<file path="src/rtl/irq_trigger_cond.sv">
module irq_trigger_cond #(
  parameter int N_LINES = 64,
  parameter int N_SINKS = 3,
  localparam int WORD   = 32,
  localparam int N_HALF = N_LINES / WORD,
  localparam int AW     = $clog2(N_HALF) + 3
) (
  input  logic                       clk,
  input  logic                       rst_n,
  input  logic [N_LINES-1:0]         irq_in,
  input  logic                       bus_we,
  input  logic [AW-1:0]              bus_addr,
  input  logic [WORD-1:0]            bus_wdata,
  output logic [WORD-1:0]            bus_rdata,
  output logic [N_SINKS*N_LINES-1:0] cond_out
);
  logic [N_LINES-1:0] meta_q, sync_q, last_q, rise_q, fall_q, lat_q;
  logic [N_LINES-1:0] wr_v, ack_v, hit_v, edge_v, cond_v;
  logic [2:0]    reg_sel;
  logic [AW-4:0] half_sel;

  assign reg_sel  = bus_addr[2:0];
  assign half_sel = bus_addr[AW-1:3];

  for (genvar h = 0; h < N_HALF; h++) begin : g_half
    assign wr_v[h*WORD +: WORD] = (bus_we && half_sel == (AW-3)'(h)) ? bus_wdata : '0;
  end

  assign ack_v  = (reg_sel == 3'd1) ? wr_v : '0;
  assign edge_v = rise_q ^ fall_q;
  assign hit_v  = edge_v & ((rise_q & sync_q & ~last_q) | (fall_q & ~sync_q & last_q));
  assign cond_v = (edge_v & lat_q) | (~edge_v & (sync_q ^ rise_q));

  for (genvar k = 0; k < N_SINKS; k++) begin : g_sink
    assign cond_out[k*N_LINES +: N_LINES] = cond_v;
  end

  always_ff @(posedge clk or negedge rst_n) begin
    if (!rst_n) begin
      meta_q <= '0;
      sync_q <= '0;
      last_q <= '0;
      lat_q  <= '0;
      rise_q <= '0;
      fall_q <= '0;
    end else begin
      meta_q <= irq_in;
      sync_q <= meta_q;
      last_q <= sync_q;
      lat_q  <= edge_v & (hit_v | (lat_q & ~ack_v));
      case (reg_sel)
        3'd4:    rise_q <= rise_q | wr_v;
        3'd5:    rise_q <= rise_q & ~wr_v;
        3'd6:    fall_q <= fall_q | wr_v;
        3'd7:    fall_q <= fall_q & ~wr_v;
        default: ;
      endcase
    end
  end

  always_comb begin
    bus_rdata = '0;
    for (int h = 0; h < N_HALF; h++) begin
      if (half_sel == (AW-3)'(h)) begin
        case (reg_sel)
          3'd0:    bus_rdata = sync_q[h*WORD +: WORD];
          3'd1:    bus_rdata = cond_v[h*WORD +: WORD];
          3'd2:    bus_rdata = rise_q[h*WORD +: WORD];
          3'd3:    bus_rdata = fall_q[h*WORD +: WORD];
          default: bus_rdata = '0;
        endcase
      end
    end
  end
endmodule


</file>
<file path="config.mk">
export PLATFORM = sky130hd
export DESIGN_NAME = irq_trigger_cond
export DESIGN_NICKNAME = d
export VERILOG_FILES = /design/src/rtl/irq_trigger_cond.sv
export SDC_FILE = /design/constraint.sdc
export NUM_CORES = 1
export LEC_CHECK = 0
export BUFFER_PORTS_ARGS = -buffer_cell sky130_fd_sc_hd__clkbuf_2
export CAP_MARGIN = 0
export CORE_UTILIZATION = 35
export DETAILED_ROUTE_END_ITERATION = 12
export GPL_TIMING_DRIVEN = 0
export RECOVER_POWER = 25
export SLEW_MARGIN = 20
export SYNTH_ARGS = -nofsm -noshare
export SYNTH_HDL_FRONTEND = slang
export SYNTH_SLANG_ARGS = --single-unit
</file>
<file path="constraint.sdc">
create_clock -name clk -period 4.9 [get_ports clk]
set_input_delay 0.98 -clock clk [delete_from_list [all_inputs] [get_ports clk]]
set_output_delay 0.98 -clock clk [all_outputs]
set_load 0.01 [all_outputs]
</file>
Word-level counts from Yosys, hierarchy flattened
Cells that the tools add are included.
{ "word_totals": {"register_bits": 384, "inputBits": 103, "output_inout_bits": 224, "wordCells": 50} }
{ "op_classes": {"eq_ne": 7, "mux": 8, "bitwise_logic": 24, "reduce_logical": 5} }
{ "ops": {"columns": ["operator", "count"], "rows": [
  ["AND 64 bit", 11],
  ["inverter 64 bit", 5],
  ["bitwise OR 64 bit", 5],
  ["case mux 32 bit (4 select lines)", 2],
  ["case mux 64 bit (2 select lines)", 2],
  ["XOR 64 bit", 2],
  ["2-to-1 mux 32 bit", 3],
  ["2-to-1 mux 64 bit", 1],
  ["== test 3 bit (second input constant)", 4],
  ["== test 3 x 2 -> 1 bit (second input constant)", 2],
  ["nonzero test 2 bit", 2],
  ["== test 3 x 1 -> 1 bit (second input constant)", 1],
  ["logical NOT 3 bit", 1],
  ["logical AND 1 bit", 2],
  ["inverter 1 bit", 1]
]} }

Logic depth before layout (Yosys ltp)
Gate-level depths: netlist of the first run.
{ "depth": {"word_depth": 8, "depth_mapped": 7, "mapped_depth_nobuf": 4} }

Least setup slack after synthesis of the first run
No wires, ideal clock.
{ "synth_timing": {"path_kind": "input port to output port", "start": "in bus_addr[2]", "end": "out bus_rdata[18]", "t_arrival_ns": 2.022, "required_ns": 3.920, "path_slack_ns": 1.898, "cell_stages": 6, "n_path_buf": 2, "cell_sequence": "buf_6 or3b_1 buf_2 nor2_1 a211oi_1 nor3_1"} }
{ "synth_via": {"elab_chain_len": 3, "word_cells_on_any_way": 7, "classes_between": "eq/ne: 3; mux: 3; reduce/logical: 1"} }
{ "synth_rtl": {"columns": ["element", "line_no", "text"], "rows": [
  ["start: declaration", "12", "input logic [AW-1:0] bus_addr,"],
  ["== test 3 x 2 -> 1 bit, or another cell as far along", "65", "case (reg_sel)"],
  ["case mux 32 bit (4 select lines)", "65", null],
  ["2-to-1 mux 32 bit (*)", "64", "if (half_sel == (AW-3)'(h)) begin"],
  ["end: declaration", "14", "output logic [WORD-1:0] bus_rdata,"]
]} }
Every way passes the cells marked *; elsewhere a longest branch is shown, timed or not.

Worst setup path in the final report of the first run
{ "layout_timing": {"start": "in bus_addr[3]", "end": "out bus_rdata[11]"} }
{ "layout_via": {"elab_chain_len": 1} }
{ "layout_rtl": {"columns": ["element", "line_no"], "rows": [
  ["2-to-1 mux 32 bit", "64"]
]} }
Every way passes these cells.

==> results of run 1 <==
[cells in the mapped netlist (all sizes together) (60+ instances only)]
cell type	count	area, um2
mux2i	118	1181
o21ai	138	690.7
xor2	62	543.0
nand3	85	425.4
clkbuf	60	227.7
dfrtp	384	9609
nor2	63	239.0
a31oi	140	875.8
ha	64	800.8
mux2	64	720.7
nand2	159	596.8
buf	205	1403
a21boi	62	465.5
[metrics by stage]
step,worst slack [ps],std cells
floorplan,1898,1781
global placement,-5986,2771
detailed placement,982.0,2775
CTS,969.8,2854
global route,561.4,2855
finish,948.5,2856
[area by class of cell]
type	count	area [um2]
fill	5225	30920
sequential	384	9609
buffer	265	1630
multi-input combinational	1121	7747
inverter	11	41.29
clock buffer	67	1269
timing repair buffer	298	1575
tap	696	870.8
clock inverter	12	146.4
antenna	2	5.005
[metal layers]
layer / vias to the layer above / global-route usage (%)
met4: 6 / 11.46
li1: 6883 / -
met3: 161 / 5.652
met2: 662 / 36.42
met5: - / 0
met1: 7583 / 28.23
[power breakdown]
group,internal (mW),switching [mW],leakage [nW]
Combinational,1.95,2.03,5.50
Sequential,3.64,0.441,4.69
Clock,1.94,1.35,0.696
Total,7.53,3.82,10.9
[placed cells by master, fill, tap and decap left out, types with 64 or more instances in the layout]
cell      instances
dfrtp_1         384
clkbuf_2        291
nand2_1         159
buf_4           141
a31oi_1         140
o21ai_0         125
mux2i_1         118
nand3_1          85
clkbuf_1         79
mux2_2           64
ha_1             64
[worst register-to-register path, cell delays in order (launching register included)]
cell and delay [ps]:
dfrtp_1 460, ha_1 230, mux2i_1 120, a21boi_0 120
[cell families after synthesis]
logic type	after synthesis	share of synthesized area, %
AOI/OAI and AO/OA	457	15.41
xor gates and xnor gates	64	2.946
adders and majority gates	64	4.208
buffers and inverters	276	8.785
DFF	384	50.50
muxes	182	9.995
and+or+nand+nor	354	8.154
[worst paths after layout]
check | to | startpoint | cells after the start
setup / recovery | bus_rdata[11] | bus_addr[3] | 7
hold / removal | sync_q[15] | meta_q[15] | 0
setup reg to reg | lat_q[1] | sync_q[1] | 3
hold reg to reg | sync_q[15] | meta_q[15] | 0
max in group asynchronous | lat_q[56] | rst_n | 3
min in group asynchronous | meta_q[11] | rst_n | 1
==> metrics.md, run 1 <==
| Metric | Value |
|---|---|
| GRT Resource Usage Total | `between 20% and 30%` |
| Synth warn | `0` |
| Critical Path Fanout Max | `10` |
| HPWL Detailed | `44800 um` |
| Startpoint types | `input port` |
| Sum of negative setup slack | `0 ps` |
| Vias in the first global route | `roughly 15k` |
| Run status | `finished with violations` |
| Setup Fix Bufs, Post-CTS | `0` |
| Cells after synthesis | `between 1.5k and 2k` |
| Final Cycle Share | `about four fifths` |
| Sequential share of the synthesized area | `between 50% and 60%` |
| CTS resizes | `0` |
| #FFs+latches synth | `384` |
| Worst-Skew Late Latency | `just under 600 ps` |
| CTS tree | `done` |
| Critical setup path kind | `in -> out` |
| Highest metal used | `met5` |
| Number of DRC markers in iteration 0 | `1214` |
| Synth Cell Area | `~19000 um2` |
| Metal2 WL | `slightly below 30000 um` |
| Fraction of registers with async set/reset | `100.0%` |
| PD cells | `a little under 500 nW/um2` |
| # port buffers | `a little under 300` |
| Post-DRT Antenna Nets | `0` |
| Syn Nets | `just under 2k` |
| R2R Setup Slk | `approximately 3800 ps` |
| CP max stage delay | `~450 ps` |
| Vias per inst | `~5.4` |
| Skew final | `~21 ps` |
| Top Ports | `327` |
| Max Slew Vio Count | `just under 60` |
| CP required | `just under 4000 ps` |
| Met1 wire length | `between 20000 and 30000 um` |
| Fmax | `~0.25 GHz` |
| Critical path arrival | `about 3000 ps` |
| Post-cts hold buffer count | `0` |
| Die Ht | `~240 um` |
| Cell mode on critical path | `buf_2` |
| Total power | `between 10 and 15 mW` |
| # rows | `85` |
| Total gr overflow | `0` |
| WL per Instance | `~22 um` |
| Worst vdd ir | `between 0.0002 and 0.00025 V` |
| Endpoints failing setup | `0` |
| First-pass DRT Iterations | `6` |
| Num CTS Buffers | `44` |
| Mean Syn Cell Area | `roughly 11 um2` |
| DR WL met3 | `~5000 um` |
| WHS | `approximately 330 ps` |
| RD Place Congestion | `between 0.9 and 1` |
| Largest net degree at the start of global routing | `between 90 and 100` |
| Failing checks | `capacitance limit, slew limit` |
| Clock Tree Buf Depth | `3` |
| RSZ-0062 raised after global routing | `no` |
| Die Width | `between 200 and 250 um` |
| Final hold viol count | `0` |
| Initial antenna violation count | `5` |
| Crit. End Element | `output port` |
| Placed Instance Area | `about 21000 um2` |
| Lkg Pwr | `10.89 nW` |
| Synth cell types | `around 40` |
| Root buffer cell | `clkbuf_16` |
| Max-cap viol count | `1` |
| Via Count | `15.30k` |
| Final nets | `between 2k and 2.5k` |
| Bufs and invs on worst path | `5` |
| Die Area | `55300 um2` |
| Slew of the pin with the lowest slew margin | `3518 ps` |
| CP max-delay cell | `a211oi_1` |
| CP top delay family | `buffers and inverters` |
| Initial Util | `35.36%` |
| Tightest Hold Check Type | `reg -> reg` |
| Max transition margin | `-134.6%` |
| DRC Markers | `0` |
| Post-synth EDFFs | `0` |
| Total core area | `about 54000 um2` |
| Clk sinks | `about 380` |
| Final core occ | `between 40% and 50%` |
| Fin area | `around 23000 um2` |
| # H-tree levels | `2` |
| Main flop type after synthesis | `dfrtp_1` |
| Total Routed Length | `~63000 um` |
| Cell Chain, Critical Path | `clkbuf_2 -> buf_2 -> buf_2 -> buf_2 -> a211oi_1 -> a211oi_1 -> clkbuf_2` |
| Tmin final | `approximately 4000 ps` |
| Reg clk slew, reported paths | `50 ps` |
| First-pass GRT wire length | `approximately 94000 um` |
| Layout cell share with drive strength beyond 1 | `between 20% and 30%` |
| Area Overhead vs Synth | `20.32%` |
Note: power is estimated with default switching activity, not from simulation.
==> run 2, diff against run 1 <==
Clock period 4.9 ns to 3.5 ns, I/O delays scaled along.
==> metrics.md, run 2 (same netlist as run 1, synthesis figures left out) <==
| Metric | Value |
|---|---|
| # rows | `85 (unchanged)` |
| Max Slew Vio Count | `59 (unchanged)` |
| Slew of the pin with the lowest slew margin | `1640 ps (-1878 ps)` |
| Via Count | `15.31k (+0.072%)` |
| Max transition margin | `-9.340% (+130 points)` |
| Layout cell share with drive strength beyond 1 | `29.38% (+0.046 points)` |
| Max-cap viol count | `1 (unchanged)` |
| Final core occ | `42.55% (about the same)` |
| Most common cell after layout, fill and taps aside | `dfrtp_1` |
| CP max-delay cell | `a211oi_1` |
| Num CTS Buffers | `44 (unchanged)` |
| Fill count | `5225 (unchanged)` |
| Root buffer cell | `clkbuf_16` |
| Pre-CTS setup slack | `142.0 ps (-840.0 ps)` |
| # port buffers | `294 (unchanged)` |
| Crit. End Element | `output port` |
| GRT Resource Usage Total | `22.63% (unchanged)` |
| Number of DRC markers in iteration 0 | `1214 (unchanged)` |
| Cell mode on critical path | `buf_2` |
| Initial Util | `35.36% (unchanged)` |
| Critical setup path kind | `in -> out` |
| Final Cycle Share | `a little over nine tenths` |
| Initial antenna violation count | `5 (unchanged)` |
| Worst vdd ir | `0.0003461 V (+40%)` |
| Multi-input gate area | `7747 um2 (unchanged)` |
| Startpoint types | `input port` |
| RSZ-0062 raised after global routing | `no` |
| Die Area | `55300 um2 (unchanged)` |
| Total Routed Length | `63310 um (about the same)` |
| RD Place Congestion | `0.9108 (unchanged)` |
| CTS tree | `done` |
| Fmax | `0.2951 GHz` |
| Cell Chain, Critical Path | `clkbuf_2 -> buf_2 -> buf_2 -> buf_2 -> a211oi_1 -> a211oi_1 -> clkbuf_2` |
| Failing checks | `capacitance limit, slew limit` |
| Clock Tree Buf Depth | `3 (unchanged)` |
| Total core area | `53810 um2 (unchanged)` |
| Vias in the first global route | `15.26k (unchanged)` |
| Skew final | `20.63 ps (-0.6032 ps)` |
| # H-tree levels | `2 (unchanged)` |
| Vias per inst | `5.359 (about the same)` |
| DP Cell Count | `2775 (unchanged)` |
| Post-DRT Antenna Nets | `0 (unchanged)` |
| Reg clk slew, reported paths | `60 ps (about the same)` |
| WHS | `217.3 ps (-114.6 ps)` |
| Sum of negative setup slack | `0 ps (unchanged)` |
| Die Width | `235.2 um (unchanged)` |
| Lkg Pwr | `10.89 nW (about the same)` |
| DRC Markers | `0 (unchanged)` |
| Tightest Hold Check Type | `in -> reg` |
| Run status | `finished with violations` |
| HPWL Detailed | `44800 um (unchanged)` |
| Final hold viol count | `0 (unchanged)` |
| Worst-Skew Late Latency | `590 ps (about the same)` |
| WL per Instance | `22.17 um (about the same)` |
| PD cells | `694.0 nW/um2 (+40%)` |
| Die Ht | `235.2 um (unchanged)` |
| Placed Instance Area | `21490 um2 (unchanged)` |
| Fin area | `22900 um2 (about the same)` |
| Total gr overflow | `0 (unchanged)` |
| Largest net degree at the start of global routing | `91 (unchanged)` |
| Tmin final | `~3400 ps` |
| Critical Path Fanout Max | `10 (unchanged)` |
| Post-cts hold buffer count | `0 (unchanged)` |
| CP required | `2800 ps (-1120 ps)` |
| Final WS setup | `111.6 ps (-836.9 ps)` |
| Most frequent cells in the layout | `dfrtp_1, clkbuf_2, nand2_1, buf_4, a31oi_1` |
| First-pass DRT Iterations | `5 (-1)` |
| Endpoints failing setup | `0 (unchanged)` |
| First-pass GRT wire length | `94010 um (unchanged)` |
| CP max stage delay | `450 ps (about the same)` |
| Setup Fix Bufs, Post-CTS | `0 (unchanged)` |
| FF/Latch Area | `9609 um2 (unchanged)` |
| Final non-filler cell total | `2856 (unchanged)` |
| Critical path arrival | `2690 ps (-280 ps)` |
| Total power | `15.89 mW (+40%)` |
| Top Ports | `327 (unchanged)` |
| Area Overhead vs Synth | `20.32% (about the same)` |
| Clk sinks | `384 (unchanged)` |
| CTS resizes | `0 (unchanged)` |
| Final nets | `2292 (unchanged)` |
-- run 2: cell types whose count changed in the layout (fill, tap and decap cells not counted) --
cell / change
clkbuf_1: -1
clkbuf_2: +1
-- run 2: routing by layer --
metal	part of all wire, %	global-route usage, %	routed length, um
met2	47	36.42	29810
met3	8.0	5.652	5059
met1	40	28.23	25610
met5	0.073	0	46
met4	4.4	11.46	2774
-- run 2: worst paths after layout --
kind / start / endpoint / slack (ps) / cells past startpoint
max: bus_addr[3] / bus_rdata[11] / 110 / 7
min: irq_in[5] / meta_q[5] / 220 / 1
max reg2reg: sync_q[1] / lat_q[1] / 2440 / 3
min reg2reg: meta_q[15] / sync_q[15] / 330 / 0
max in group asynchronous: rst_n / sync_q[56] / 1340 / 3
min in group asynchronous: rst_n / meta_q[11] / 550 / 1
-- run 2: cell type report --
type	instances	area share, %
sequential	384	41.97
multi-input combinational	1121	33.84
buffer	265	7.121
clock inverter	12	0.6394
antenna	2	0.02186
inverter	11	0.1803
timing repair buffer	298	6.886
tap	696	3.803
clock buffer	67	5.541
-- run 2: critical path, delay by kind of cell --
family / cells / cell delay (ps)
buffers and inverters: 5 / 1430
AOI/OAI and AO/OA: 2 / 540
-- run 2: power breakdown --
part           switching [mW]  total (mW)  internal [mW]
sequential              0.618        5.71           5.09
combinational            2.84        5.57           2.73
clock                    1.89        4.61           2.72
==> run 3, diff against run 2 <==
Settings changed: CTS_BUF_LIST set to sky130_fd_sc_hd__clkbuf_16.
==> metrics.md, run 3 (same netlist as run 1, synthesis figures left out) <==
| Metric | Value |
|---|---|
| Final hold viol count | `0 (unchanged)` |
| First-pass GRT wire length | `94000 um (about the same)` |
| Total gr overflow | `0 (unchanged)` |
| Sequential share of power | `36.4% (+0.5 points)` |
| Root buffer cell | `clkbuf_16` |
| Vias per inst | `5.367 (+0.14%)` |
| Sw Share | `34.02% (+0.36 points)` |
| Tightest Hold Check Type | `in -> reg` |
| Fmax | `0.2952 GHz (about the same)` |
| Via Count | `15.33k (+0.14%)` |
| Run status | `finished with violations` |
| Post-cts hold buffer count | `0 (unchanged)` |
| Largest net degree at the start of global routing | `91 (unchanged)` |
| Max transition margin | `-8.888% (+0.45 points)` |
| # H-tree levels | `2 (unchanged)` |
| Worst vdd ir | `0.0003447 V (-0.40%)` |
| Initial Util | `35.36% (unchanged)` |
| CTS resizes | `0 (unchanged)` |
| Max Slew Vio Count | `59 (unchanged)` |
| Final Cycle Share | `96.77% (about the same)` |
| Total Routed Length | `63370 um (+0.10%)` |
| Endpoints failing setup | `0 (unchanged)` |
| Top Ports | `327 (unchanged)` |
| WHS | `216.6 ps (-0.6880 ps)` |
| Worst Hold Launch | `irq_in[5]` |
| Switching power total | `5.343 mW (-0.11%)` |
| Die Area | `55300 um2 (unchanged)` |
| Vias in the first global route | `15.23k (-0.20%)` |
| Num CTS Buffers | `44 (unchanged)` |
| Area Overhead vs Synth | `20.01%` |
| WL per Instance | `22.19 um (+0.10%)` |
| Hold Crit Depth | `1 (unchanged)` |
| Reg2reg start | `sync_q[33]` |
| Initial antenna violation count | `5 (unchanged)` |
| Skew final | `23.58 ps (+2.949 ps)` |
| HPWL Detailed | `44800 um (unchanged)` |
| Most frequent cells in the layout | `dfrtp_1, clkbuf_2, nand2_1, buf_4, a31oi_1` |
| CP required | `2800 ps (about the same)` |
| Final non-filler cell total | `2856 (unchanged)` |
| Critical setup path kind | `in -> out` |
| Setup Fix Bufs, Post-CTS | `0 (unchanged)` |
| Slew of the pin with the lowest slew margin | `1633 ps (-6.780 ps)` |
| Total core area | `53810 um2 (unchanged)` |
| RSZ-0062 raised after global routing | `no` |
| Fill count | `5230 (+0.096%)` |
| DP Cell Count | `2775 (unchanged)` |
| Clock share of power | `28.2% (-0.8 points)` |
| Critical Path Fanout Max | `10 (unchanged)` |
| Tmin final | `3387 ps (-1.419 ps)` |
| Final nets | `2292 (unchanged)` |
| Die Ht | `235.2 um (unchanged)` |
| Lkg Pwr | `10.93 nW (+0.30%)` |
| CTS tree | `done` |
| # rows | `85 (unchanged)` |
| Die Width | `235.2 um (unchanged)` |
| Final WS setup | `113.0 ps (+1.419 ps)` |
| RD Place Congestion | `0.9108 (unchanged)` |
| Worst-Skew Late Latency | `590 ps (about the same)` |
| Highest metal used | `met5` |
| # port buffers | `294 (unchanged)` |
| Clock Tree Buf Depth | `3 (unchanged)` |
| GRT Resource Usage Total | `22.63% (about the same)` |
| Most common cell after layout, fill and taps aside | `dfrtp_1` |
| Max-cap viol count | `1 (unchanged)` |
| Failing checks | `capacitance limit, slew limit` |
| Number of DRC markers in iteration 0 | `1230 (+1.3%)` |
| Crit. End Element | `output port` |
| Reg clk slew, reported paths | `60 ps (about the same)` |
| Critical Path Start | `bus_addr[3]` |
| DR WL met3 | `5135 um (+1.5%)` |
| Clk sinks | `384 (unchanged)` |
| Pre-CTS setup slack | `142.0 ps (unchanged)` |
| Internal | `10.36 mW (-1.7%)` |
| Met1 wire length | `25640 um (about the same)` |
| Combinational share of power | `35.4% (+0.3 points)` |
| Post-DRT Antenna Nets | `0 (unchanged)` |
| DRC Markers | `0 (unchanged)` |
| PD cells | `687.7 nW/um2 (-0.91%)` |
| Startpoint types | `input port` |
| Metal2 WL | `29660 um (-0.53%)` |
| First-pass DRT Iterations | `5 (unchanged)` |
| Reg2reg path depth | `3 (unchanged)` |
| Layout cell share with drive strength beyond 1 | `29.10% (-0.28 points)` |
| Critical path arrival | `2690 ps (about the same)` |
## run 3: layer usage
| metal | up-vias | track usage, % |
|---|---|---|
| met1 | 7629 | 28.27 |
| met3 | 164 | 5.605 |
| li1 | 6888 | - |
| met4 | 6 | 11.54 |
| met5 | - | 0 |
| met2 | 641 | 36.37 |
## run 3: worst paths after layout
kind	end	slack (ps)
max	bus_rdata[25]	110
min	meta_q[5]	220
max reg2reg	lat_q[33]	2440
min reg2reg	sync_q[15]	340
max in group asynchronous	lat_q[56]	1320
min in group asynchronous	meta_q[11]	550
## run 3: area by class of cell
class,count,area (um2),share of cell area (%)
flip-flops and latches,384,9609,42.08
multi-input cells,1121,7747,33.93
plain buffers,265,1630,7.139
repair buffers,298,1577,6.904
clock buffers,45,1126,4.931
well taps,696,870.8,3.813
clock inverters,34,229.0,1.003
inverters,11,41.29,0.1808
diodes,2,5.005,0.02192
## run 3: critical path: stages
cell      delay [ps]
clkbuf_2         100
buf_2            280
buf_2            370
buf_2            440
a211oi_1         110
a211oi_1         450
clkbuf_2         220
## run 3: through the flow
stage / area, um2 / TNS (ps) / util [%] / total power, mW
after floorplan: 19030 / 0 / - / 9.245
after global placement: 21370 / -2709900 / 39.71 / 11.17
after detailed placement: 21490 / 0 / 39.93 / 11.36
after CTS: 22840 / 0 / 42.45 / 15.85
after global routing: 22830 / 0 / 42.43 / 16.52
final: 22840 / 0 / 42.43 / 15.70
## run 3: power groups by stage
| stage | logic [mW] | registers [mW] | clock network, mW |
|---|---|---|---|
| floorplan | 3.66 | 5.58 | 0 |
| global placement | 5.44 | 5.73 | 0 |
| detailed placement | 5.60 | 5.77 | 0 |
| CTS | 5.62 | 5.69 | 4.53 |
| global route | 6.05 | 5.79 | 4.69 |
| finish | 5.57 | 5.71 | 4.43 |
